[src/rtl/mse_pkg.sv]
// Shared types for the memory strobe cycle engine.
package mse_pkg;

    // Sequencer phases; one byte walks SETUP -> STROBE -> HOLD.
    typedef enum logic [2:0] {
        ST_IDLE,
        ST_WAIT,
        ST_ADDR,
        ST_SETUP,
        ST_STROBE,
        ST_HOLD,
        ST_END
    } mse_state_e;

    // Latched transfer kind.
    typedef struct packed {
        logic write;
        logic fill;
    } mse_mode_t;

endpackage

[src/rtl/mse_phase_timer.sv]
// Down-counter that times each bus phase.
// Assumes the load value fits in W bits; zero flags the last cycle of a phase.
module mse_phase_timer #(
    parameter int W = 4
) (
    input  logic         clk,
    input  logic         rst_n,
    input  logic         load,
    input  logic [W-1:0] load_val,
    output logic         zero
);
    logic [W-1:0] count_q;

    // Load a new phase length or count the current one down to zero.
    always_ff @(posedge clk) begin
        if (!rst_n)
            count_q <= '0;
        else if (load)
            count_q <= load_val;
        else if (count_q != '0)
            count_q <= count_q - W'(1);
    end

    assign zero = (count_q == '0);
endmodule

[src/rtl/mse_addr_gen.sv]
// Bus address register: loaded with the start address, stepped by one per byte.
// Wraps modulo 2^ADDR_W; assumes ADDR_W > 16 so a bank field exists.
module mse_addr_gen #(
    parameter int ADDR_W = 19
) (
    input  logic              clk,
    input  logic              rst_n,
    input  logic              load,
    input  logic [ADDR_W-1:0] start,
    input  logic              step,
    output logic [7:0]        addr_lo,
    output logic [7:0]        addr_hi,
    output logic [ADDR_W-17:0] addr_bank
);
    logic [ADDR_W-1:0] addr_q;

    // Hold the current byte address.
    always_ff @(posedge clk) begin
        if (!rst_n)
            addr_q <= '0;
        else if (load)
            addr_q <= start;
        else if (step)
            addr_q <= addr_q + ADDR_W'(1);
    end

    assign addr_lo   = addr_q[7:0];
    assign addr_hi   = addr_q[15:8];
    assign addr_bank = addr_q[ADDR_W-1:16];
endmodule

[src/rtl/mse_data_path.sv]
// Data registers: the outgoing write byte and the captured read byte.
// Assumes sample is asserted only on the last low clock of a read strobe.
module mse_data_path #(
    parameter int DATA_W = 8
) (
    input  logic              clk,
    input  logic              rst_n,
    input  logic              fill_load,
    input  logic [DATA_W-1:0] fill_data,
    input  logic              wr_take,
    input  logic [DATA_W-1:0] wr_data,
    input  logic              sample,
    input  logic [DATA_W-1:0] data_in,
    output logic [DATA_W-1:0] data_out,
    output logic [DATA_W-1:0] rd_data,
    output logic              rd_valid
);
    logic [DATA_W-1:0] wbyte_q;
    logic [DATA_W-1:0] rbyte_q;
    logic              rvalid_q;

    // Keep the byte that the bus drives during writes.
    always_ff @(posedge clk) begin
        if (!rst_n)
            wbyte_q <= '0;
        else if (fill_load)
            wbyte_q <= fill_data;
        else if (wr_take)
            wbyte_q <= wr_data;
    end

    // Capture read data and pulse its valid flag for one clock.
    always_ff @(posedge clk) begin
        if (!rst_n) begin
            rbyte_q  <= '0;
            rvalid_q <= 1'b0;
        end else begin
            rvalid_q <= sample;
            if (sample)
                rbyte_q <= data_in;
        end
    end

    assign data_out = wbyte_q;
    assign rd_data  = rbyte_q;
    assign rd_valid = rvalid_q;
endmodule

[src/rtl/mse_ctrl.sv]
// Cycle sequencer: walks each byte through address, setup, strobe and hold
// phases and keeps memory-request low for the whole command.
// Assumes the bus is already granted and the target inserts no wait states.
module mse_ctrl
    import mse_pkg::*;
#(
    parameter int LEN_W    = 16,
    parameter int TMR_W    = 4,
    parameter int WR_SETUP = 2,
    parameter int WR_LOW   = 2,
    parameter int RD_SETUP = 1,
    parameter int RD_LOW   = 3
) (
    input  logic             clk,
    input  logic             rst_n,
    input  logic             cmd_valid,
    input  logic [LEN_W-1:0] cmd_len,
    input  logic             cmd_write,
    input  logic             cmd_fill,
    input  logic             wr_valid,
    input  logic             tmr_zero,
    output logic             cmd_ready,
    output logic             wr_ready,
    output logic             done,
    output logic             accept,
    output logic             fill_load,
    output logic             wr_take,
    output logic             addr_step,
    output logic             rd_sample,
    output logic             tmr_load,
    output logic [TMR_W-1:0] tmr_val,
    output logic             mreq_n,
    output logic             rd_n,
    output logic             wr_n,
    output logic             data_oe
);
    mse_state_e       state_q, state_d;
    mse_mode_t        mode_q;
    logic [LEN_W-1:0] remain_q;
    logic             first_q;
    logic [TMR_W-1:0] setup_val;
    logic [TMR_W-1:0] low_val;
    logic             mreq_on;

    assign setup_val = mode_q.write ? TMR_W'(WR_SETUP - 1) : TMR_W'(RD_SETUP - 1);
    assign low_val   = mode_q.write ? TMR_W'(WR_LOW - 1)   : TMR_W'(RD_LOW - 1);

    // Choose the next phase and the timer load for it.
    always_comb begin
        state_d   = state_q;
        accept    = 1'b0;
        addr_step = 1'b0;
        tmr_load  = 1'b0;
        tmr_val   = '0;
        case (state_q)
            ST_IDLE: begin
                if (cmd_valid) begin
                    accept = 1'b1;
                    if (cmd_len == '0)
                        state_d = ST_END;
                    else if (cmd_write && !cmd_fill)
                        state_d = ST_WAIT;
                    else
                        state_d = ST_ADDR;
                end
            end
            ST_WAIT: begin
                if (wr_valid) begin
                    if (first_q) begin
                        state_d = ST_ADDR;
                    end else begin
                        state_d  = ST_SETUP;
                        tmr_load = 1'b1;
                        tmr_val  = setup_val;
                    end
                end
            end
            ST_ADDR: begin
                state_d  = ST_SETUP;
                tmr_load = 1'b1;
                tmr_val  = setup_val;
            end
            ST_SETUP: begin
                if (tmr_zero) begin
                    state_d  = ST_STROBE;
                    tmr_load = 1'b1;
                    tmr_val  = low_val;
                end
            end
            ST_STROBE: begin
                if (tmr_zero)
                    state_d = ST_HOLD;
            end
            ST_HOLD: begin
                if (remain_q == LEN_W'(1)) begin
                    state_d = ST_END;
                end else begin
                    addr_step = 1'b1;
                    if (mode_q.write && !mode_q.fill) begin
                        state_d = ST_WAIT;
                    end else begin
                        state_d  = ST_SETUP;
                        tmr_load = 1'b1;
                        tmr_val  = setup_val;
                    end
                end
            end
            ST_END:  state_d = ST_IDLE;
            default: state_d = ST_IDLE;
        endcase
    end

    // Advance the phase and keep command bookkeeping.
    always_ff @(posedge clk) begin
        if (!rst_n) begin
            state_q  <= ST_IDLE;
            mode_q   <= '0;
            remain_q <= '0;
            first_q  <= 1'b0;
        end else begin
            state_q <= state_d;
            if (accept) begin
                mode_q.write <= cmd_write;
                mode_q.fill  <= cmd_write & cmd_fill;
                remain_q     <= cmd_len;
                first_q      <= 1'b1;
            end
            if (state_q == ST_ADDR)
                first_q <= 1'b0;
            if (state_q == ST_HOLD)
                remain_q <= remain_q - LEN_W'(1);
        end
    end

    assign mreq_on   = (state_q == ST_SETUP) || (state_q == ST_STROBE) ||
                       (state_q == ST_HOLD)  || ((state_q == ST_WAIT) && !first_q);
    assign mreq_n    = !mreq_on;
    assign wr_n      = !((state_q == ST_STROBE) && mode_q.write);
    assign rd_n      = !((state_q == ST_STROBE) && !mode_q.write);
    assign data_oe   = mode_q.write && mreq_on;
    assign cmd_ready = (state_q == ST_IDLE);
    assign wr_ready  = (state_q == ST_WAIT);
    assign done      = (state_q == ST_END);
    assign fill_load = accept && cmd_write && cmd_fill;
    assign wr_take   = (state_q == ST_WAIT) && wr_valid;
    assign rd_sample = (state_q == ST_STROBE) && tmr_zero && !mode_q.write;
endmodule

[src/rtl/mem_strobe_engine.sv]
// Top level: single and burst byte transfers on an asynchronous strobed
// memory bus. Assumes the bus is already owned and needs no wait states.
module mem_strobe_engine #(
    parameter int ADDR_W   = 19,
    parameter int DATA_W   = 8,
    parameter int LEN_W    = 16,
    parameter int WR_SETUP = 2,
    parameter int WR_LOW   = 2,
    parameter int RD_SETUP = 1,
    parameter int RD_LOW   = 3
) (
    input  logic               clk,
    input  logic               rst_n,
    input  logic               cmd_valid,
    output logic               cmd_ready,
    input  logic [ADDR_W-1:0]  cmd_addr,
    input  logic [LEN_W-1:0]   cmd_len,
    input  logic               cmd_write,
    input  logic               cmd_fill,
    input  logic [DATA_W-1:0]  cmd_fill_data,
    input  logic               wr_valid,
    output logic               wr_ready,
    input  logic [DATA_W-1:0]  wr_data,
    output logic               rd_valid,
    output logic [DATA_W-1:0]  rd_data,
    output logic               done,
    output logic [7:0]         addr_lo,
    output logic [7:0]         addr_hi,
    output logic [ADDR_W-17:0] addr_bank,
    output logic [DATA_W-1:0]  data_out,
    output logic               data_oe,
    input  logic [DATA_W-1:0]  data_in,
    output logic               mreq_n,
    output logic               rd_n,
    output logic               wr_n
);
    localparam int SETUP_MAX = (WR_SETUP > RD_SETUP) ? WR_SETUP : RD_SETUP;
    localparam int LOW_MAX   = (WR_LOW > RD_LOW) ? WR_LOW : RD_LOW;
    localparam int CYC_MAX   = (SETUP_MAX > LOW_MAX) ? SETUP_MAX : LOW_MAX;
    localparam int TMR_W     = (CYC_MAX < 2) ? 1 : $clog2(CYC_MAX);

    logic             accept;
    logic             fill_load;
    logic             wr_take;
    logic             addr_step;
    logic             rd_sample;
    logic             tmr_load;
    logic [TMR_W-1:0] tmr_val;
    logic             tmr_zero;

    mse_ctrl #(
        .LEN_W(LEN_W), .TMR_W(TMR_W),
        .WR_SETUP(WR_SETUP), .WR_LOW(WR_LOW),
        .RD_SETUP(RD_SETUP), .RD_LOW(RD_LOW)
    ) u_ctrl (
        .clk(clk), .rst_n(rst_n),
        .cmd_valid(cmd_valid), .cmd_len(cmd_len),
        .cmd_write(cmd_write), .cmd_fill(cmd_fill),
        .wr_valid(wr_valid), .tmr_zero(tmr_zero),
        .cmd_ready(cmd_ready), .wr_ready(wr_ready), .done(done),
        .accept(accept), .fill_load(fill_load), .wr_take(wr_take),
        .addr_step(addr_step), .rd_sample(rd_sample),
        .tmr_load(tmr_load), .tmr_val(tmr_val),
        .mreq_n(mreq_n), .rd_n(rd_n), .wr_n(wr_n), .data_oe(data_oe)
    );

    mse_phase_timer #(.W(TMR_W)) u_timer (
        .clk(clk), .rst_n(rst_n),
        .load(tmr_load), .load_val(tmr_val), .zero(tmr_zero)
    );

    mse_addr_gen #(.ADDR_W(ADDR_W)) u_addr (
        .clk(clk), .rst_n(rst_n),
        .load(accept), .start(cmd_addr), .step(addr_step),
        .addr_lo(addr_lo), .addr_hi(addr_hi), .addr_bank(addr_bank)
    );

    mse_data_path #(.DATA_W(DATA_W)) u_data (
        .clk(clk), .rst_n(rst_n),
        .fill_load(fill_load), .fill_data(cmd_fill_data),
        .wr_take(wr_take), .wr_data(wr_data),
        .sample(rd_sample), .data_in(data_in),
        .data_out(data_out), .rd_data(rd_data), .rd_valid(rd_valid)
    );
endmodule

[config.mk]
export PLATFORM = sky130hd
export DESIGN_NAME = mem_strobe_engine
export DESIGN_NICKNAME = d
export VERILOG_FILES = /design/src/rtl/mse_pkg.sv /design/src/rtl/mse_phase_timer.sv /design/src/rtl/mse_addr_gen.sv /design/src/rtl/mse_data_path.sv /design/src/rtl/mse_ctrl.sv /design/src/rtl/mem_strobe_engine.sv
export SDC_FILE = /design/constraint.sdc
export NUM_CORES = 1
export LEC_CHECK = 0
export BUFFER_PORTS_ARGS = -buffer_cell sky130_fd_sc_hd__buf_2
export CAP_MARGIN = 20
export CORE_MARGIN = 2
export CORE_UTILIZATION = 46
export CTS_CLUSTER_SIZE = 30
export DETAILED_ROUTE_END_ITERATION = 8
export PLACE_DENSITY = 0.82
export SLEW_MARGIN = 40
export SYNTH_ARGS = -nofsm -noshare
export SYNTH_HDL_FRONTEND = slang
export SYNTH_SLANG_ARGS = --single-unit
[constraint.sdc]
create_clock -name clk -period 1.7 [get_ports clk]
set_input_delay 0.34 -clock clk [delete_from_list [all_inputs] [get_ports clk]]
set_output_delay 0.34 -clock clk [all_outputs]
set_load 0.02 [all_outputs]
## Yosys cells after proc, flatten, opt, wreduce, memory -nomap -nowiden

Cells that the tools add are included.

- Reduce and logical (&&, ||, !) cells: 31
- Bitwise logic cells: 2
- Add/subtract/negate cells: 3
- Multiplexer cells: 36
- Equality and inequality tests: 11

Operators with widths:

| kind | count |
|---|---|
| $mux 19 | 2 |
| $mux 16 | 2 |
| $mux 2 | 10 |
| $add 19x1->19 const B | 1 |
| $mux 3 | 6 |
| $pmux 3 s6 | 1 |
| $eq 16x1->1 const B | 1 |
| $logic_not 16->1 | 1 |
| $mux 8 | 2 |
| $sub 16x1->16 const B | 1 |
| $logic_and 1x1->1 | 11 |
| $mux 1 | 11 |
| $reduce_bool 2->1 | 5 |
| $eq 3x3->1 const B | 3 |
| $pmux 2 s4 | 1 |
| $logic_not 1->1 | 7 |
| $eq 3x2->1 const B | 2 |
| $ne 2x1->1 const B | 2 |
| $ne 2x2->1 const B | 2 |
| $pmux 1 s4 | 1 |
| $reduce_and 4->1 | 1 |
| $eq 3x1->1 const B | 1 |
| $logic_not 3->1 | 1 |
| $logic_or 1x1->1 | 3 |
| other kinds (5) | 5 |

- Input port bits: 65
- Output and inout bits: 43
- Logic and storage cells: 93
- Bits in registers: 60

## Logic depth before layout (Yosys ltp)

- Word-level depth: 6
- Depth in mapped cells: 8
- Mapped depth without buffers: 7

## Modules after synthesis

From an unflattened synthesis, not the netlist that was laid out.

- Cell total of the unflattened synthesis: 397
- Area, all modules: 3474.6 sq um

By module, submodules not included:

| module | times used | area an instance (sq um) | seq. area each (sq um) | cells each |
|---|---|---|---|---|
| mse_ctrl | 1 | 1549.0 | 440.4 | 197 |
| mse_addr_gen | 1 | 1038.5 | 380.4 | 125 |
| mse_data_path | 1 | 763.2 | 340.3 | 62 |
| mse_phase_timer | 1 | 123.9 | 40.0 | 13 |

## Worst setup path after synthesis

OpenSTA, ideal clock, no wires.

- Path kind: register -> register
- Start: register u_ctrl.remain_q[0]
- End: register u_timer.count_q[1]
- Arrival time: 1.750 ns
- Stages on the path, launching flop included: 7
- Data required time: 1.609 ns
- Period minus slack after synthesis: 1.841 ns
- Buffers on the path: 0
- Slack: -0.141 ns
- Setup time: 0.091 ns
- Cell sequence: dfxtp_1 ha_1 nor4b_2 a41oi_4 o21a_1 o32a_1 a311oi_1

- Longest elaborated chain between the ends: 4
- Elaborated cells between the ends (all ways): 7
- Classes of those cells: eq/ne: 1; mux: 5; reduce/logical: 1

RTL lines:

| what | line | source |
|---|---|---|
| start, declared | mse_ctrl.sv:39 | `logic [LEN_W-1:0] remain_q;` |
| start signal, assigned | mse_ctrl.sv:125 | `remain_q <= cmd_len;` |
| start signal, assigned | mse_ctrl.sv:131 | `remain_q <= remain_q - LEN_W'(1);` |
| $eq 16x1->1 * | mse_ctrl.sv:95 | `if (remain_q == LEN_W'(1)) begin` |
| $mux 2 / $mux 1 (equally long branches) | mse_ctrl.sv:95 |  |
| $pmux 2 s4 / $pmux 1 s4 (equally long branches) | mse_ctrl.sv:55 | `case (state_q)` |
| $mux 2 / $reduce_bool 2->1 (equally long branches) | - |  |
| end signal, assigned | mse_phase_timer.sv:19 | `count_q <= load_val;` |
| end signal, assigned | mse_phase_timer.sv:21 | `count_q <= count_q - W'(1);` |
| end, declared | mse_phase_timer.sv:12 | `logic [W-1:0] count_q;` |

Every way passes the cells marked *; elsewhere a longest branch is shown, timed or not.
A chain may end at the register's enable or synchronous reset.

## Worst setup path after layout

- Start: register u_ctrl.remain_q[1]
- End: register u_ctrl.state_q[2]

- Longest elaborated chain between the ends: 3

RTL lines:

| what | line | source |
|---|---|---|
| $eq 16x1->1 | mse_ctrl.sv:95 |  |
| $mux 3 | mse_ctrl.sv:95 |  |
| $pmux 3 s6 | mse_ctrl.sv:55 |  |
| end signal, assigned | mse_ctrl.sv:121 | `state_q <= state_d;` |
| end, declared | mse_ctrl.sv:37 | `mse_state_e state_q, state_d;` |

Every way passes these cells.

==> metrics <==
signed area change from the synthesized netlist to the final layout=66.90%; final design area excluding fillers=5375 um^2; status=complete, but fails checks; # hold bufs at CTS=0; Arr. time, crit path=2.20 ns; Tightest Hold Check Type=input port to flip-flop; maximum level of the CTS H-tree=3; startpoint type of the worst setup path=flip-flop; combinational share of power=56.0%; Final min period=1.973 ns; area of the die=7687 um^2; post-route clock period utilization=116.1%; routed length per placed instance=21.62 um; maxcap violations=0; TritonCTS clock tree=yes; clock slew seen by the registers of the worst setup and hold paths=0.08 ns; root buffer cell=clkbuf_8; Max-slew headroom=63.82%; Internal Power=4.723 mW; gate count of the mapped netlist=395; number of DRC markers after the initial detailed-route iteration=557; count of nets left with antenna violations after detail routing=0; R2R setup slack=-0.27 ns; Leak Pwr=2.317 nW; Vias/cell=6.396; number of antenna violations at the first check in global routing=0; net switching power of the design=3.509 mW; path type of the worst setup path=flip-flop to flip-flop; number of pins exceeding their max-slew limit in the final report=0; post-route clock skew=0.01203 ns; power per standard cell area=1532 nW/um^2; maximum buffer depth of the clock tree=2; Worst Reg-to-Reg Cells=7; hold worst-path end=u_data.rd_data[7]; number of search-and-repair iterations in the first detailed-routing pass=6; routed wire length=14,510 um; Worst-Margin Slew=0.5414 ns; Hold Violations, Final=0; vertical die dimension=87.68 um; minimum setup slack in the final design=-0.2732 ns; launch instance of the worst min-delay path=data_in[7]; final setup violation count=44; Critical R2R Capture=u_ctrl.state_q[2]; worst vdd ir=0.9025 mV; global routing usage summed across all routing layers=29.12%; Yosys warning count=0; number of remaining DRC errors=0; I/O pin total=108; FP Rows=30; port bufs=107; per-instance average area after synthesis=8.153 um^2; via count of the first global-routing pass=3,770; worst reg2reg startpoint=u_ctrl.remain_q[1]; type of element capturing the critical path=flip-flop; global-route wire length before repair=17,640 um; violated checks=negative setup slack; residual overflow from global routing=0; effective utilization at floorplan=47.40%; maximum number of pins on one net before global-route repair=28; width of the chip=87.68 um; commonest register cell after synthesis=dfxtp_1; Cells on Worst Hold Path=3; Clock power frac=18.0%; number of clock sinks=60; nets=639; global placement routability congestion=0.8850; worst hold margin=0.2098 ns; CTS buffer count=9; required time of the worst setup path=1.93 ns; sequential fraction of the synthesis area=37.30%; post-synth net total=464; Synth Register Bits=60; Netlist Area Pre-Place=3221 um^2; RSZ-0062 raised after global routing=true; number of flops mapped to enable cells by yosys=0; Via Count=4,292; CP max FO=2; n_diodes=0; launch point of the critical path=u_ctrl.remain_q[1]; placed inst area=4247 um^2; count of unique library cells instantiated by Yosys=57; total of fill cells in the finished design=378; highest attainable clock frequency=506.8 MHz; Async SR Flop Fraction=0%; HPWL after detailed placement=7213 um; sequential share of power=25.9%; share of post-route cells with drive strength above 1=52.70%; Sw Ratio=42.63%; core outline area=6794 um^2; clock latency on the worst-skew pair=0.36 ns
## power groups by stage
stage / logic [mW] / registers [mW] / clock network (mW)
finish: 4.61 / 2.13 / 1.49
global route: 4.82 / 2.15 / 1.54
CTS: 3.26 / 2.05 / 1.44
detailed placement: 2.93 / 2.05 / 0
global placement: 2.84 / 2.03 / 0
floorplan: 1.62 / 2.26 / 0
## per-layer routing
| metal | part of all wire, % | wire length, um | track usage, % |
|---|---|---|---|
| met1 | 35 | 5102 | 34.32 |
| met2 | 49 | 7074 | 49.31 |
| met3 | 9.9 | 1440 | 7.163 |
| met4 | 6.1 | 889 | 14.41 |
| met5 | 0 | 0 | 0 |
## final cells by class
cell class / instances / area, um^2 / area share (%)
well taps: 96 / 120.1 / 2.235
multi-input cells: 298 / 2430 / 45.20
repair buffers: 189 / 1335 / 24.84
flip-flops and latches: 60 / 1224 / 22.77
inverters: 12 / 50.05 / 0.9311
clock buffers: 10 / 127.6 / 2.374
clock inverters: 6 / 88.84 / 1.653
## timing repair
item,in CTS,in global routing
pin swaps,16,54
endpoints found under the setup margin,27,55
cloned,1,2
resized for setup,37,105
buffers inserted,15,14
## sequential cells by signal, summed over array words and instances, names as in the netlist
register,flops
u_ctrl.mode_q,2
u_ctrl.remain_q,16
u_ctrl.state_q,3
u_data.data_out,8
u_ctrl.first_q,1
u_timer.count_q,2
u_data.rd_data,8
u_addr.addr_q,19
u_data.rd_valid,1
## placed cells by master (no fill, tap or decap), types with 6 or more instances in the layout
| cell type | instances |
|---|---|
| nand4_1 | 6 |
| clkbuf_8 | 9 |
| dfxtp_1 | 48 |
| mux2i_1 | 11 |
| buf_6 | 19 |
| o21ai_0 | 24 |
| a211oi_1 | 6 |
| a21oi_1 | 36 |
| nor4_4 | 7 |
| nor3_1 | 7 |
| nand2_1 | 26 |
| dfxtp_2 | 9 |
| nor2_1 | 27 |
| buf_4 | 60 |
| buf_2 | 102 |
| nor3_2 | 9 |
| inv_1 | 6 |
| xnor2_1 | 15 |
| nand3_1 | 13 |
## stage by stage
stage | utilization [%] | power, mW | cells | setup TNS, ns | worst slack [ns]
after floorplan | - | 3.879 | 395 | -0.1685 | -0.07843
after global placement | 62.50 | 4.870 | 625 | -0.3068 | -0.06158
after detailed placement | 62.50 | 4.980 | 625 | -1.345 | -0.1525
after CTS | 69.71 | 6.749 | 657 | -0.2392 | -0.06939
after global routing | 79.12 | 8.512 | 671 | -6.081 | -0.3805
final | 79.12 | 8.232 | 671 | -3.087 | -0.2732
## Yosys cell counts (4+ instances only)
cell type | count | area (um^2)
dfxtp_1 | 60 | 1201
a21oi_1 | 42 | 210.2
nor2_1 | 34 | 127.6
nand2_1 | 30 | 112.6
o21ai_0 | 27 | 135.1
nand3_1 | 19 | 95.09
nor3_1 | 18 | 90.09
clkbuf_1 | 17 | 63.81
xnor2_1 | 15 | 131.4
mux2i_1 | 12 | 120.1
inv_1 | 11 | 41.29
nor4_1 | 11 | 68.82
a211oi_1 | 7 | 52.55
a22oi_1 | 7 | 52.55
a31oi_1 | 6 | 37.54
nand4_1 | 6 | 37.54
o211ai_1 | 5 | 37.54
or3_1 | 5 | 31.28
and4_1 | 4 | 35.03
buf_2 | 4 | 20.02
ha_1 | 4 | 50.05
xor2_1 | 4 | 35.03
## worst max-delay path by stage
stage	end	slack, ns
after floorplan	u_ctrl.remain_q[14]	-0.08
after global placement	u_addr.addr_q[15]	-0.06
after detailed placement	u_addr.addr_q[15]	-0.15
after CTS	u_addr.addr_q[18]	-0.07
after global routing	u_ctrl.state_q[2]	-0.38
final	u_ctrl.state_q[2]	-0.27
## critical path: stages (launching register included)
cell	delay [ns]
dfxtp_2	0.34
inv_2	0.09
ha_4	0.14
nor4b_4	0.20
buf_4	0.17
nand4_1	0.14
or3b_4	0.40
a311oi_1	0.36
## logic make-up (layout without fill, tap and decap cells)
logic type | count (synthesis) | count (layout) | share of synthesized area (%)
compound gates | 113 | 114 | 22.03
mux | 12 | 12 | 3.730
buf+inv | 38 | 217 | 5.167
xor+xnor | 19 | 19 | 5.167
fa+ha+maj | 4 | 4 | 1.554
flops | 60 | 60 | 37.30
simple gates | 149 | 149 | 25.06
Power figures use the tool's default switching activity.
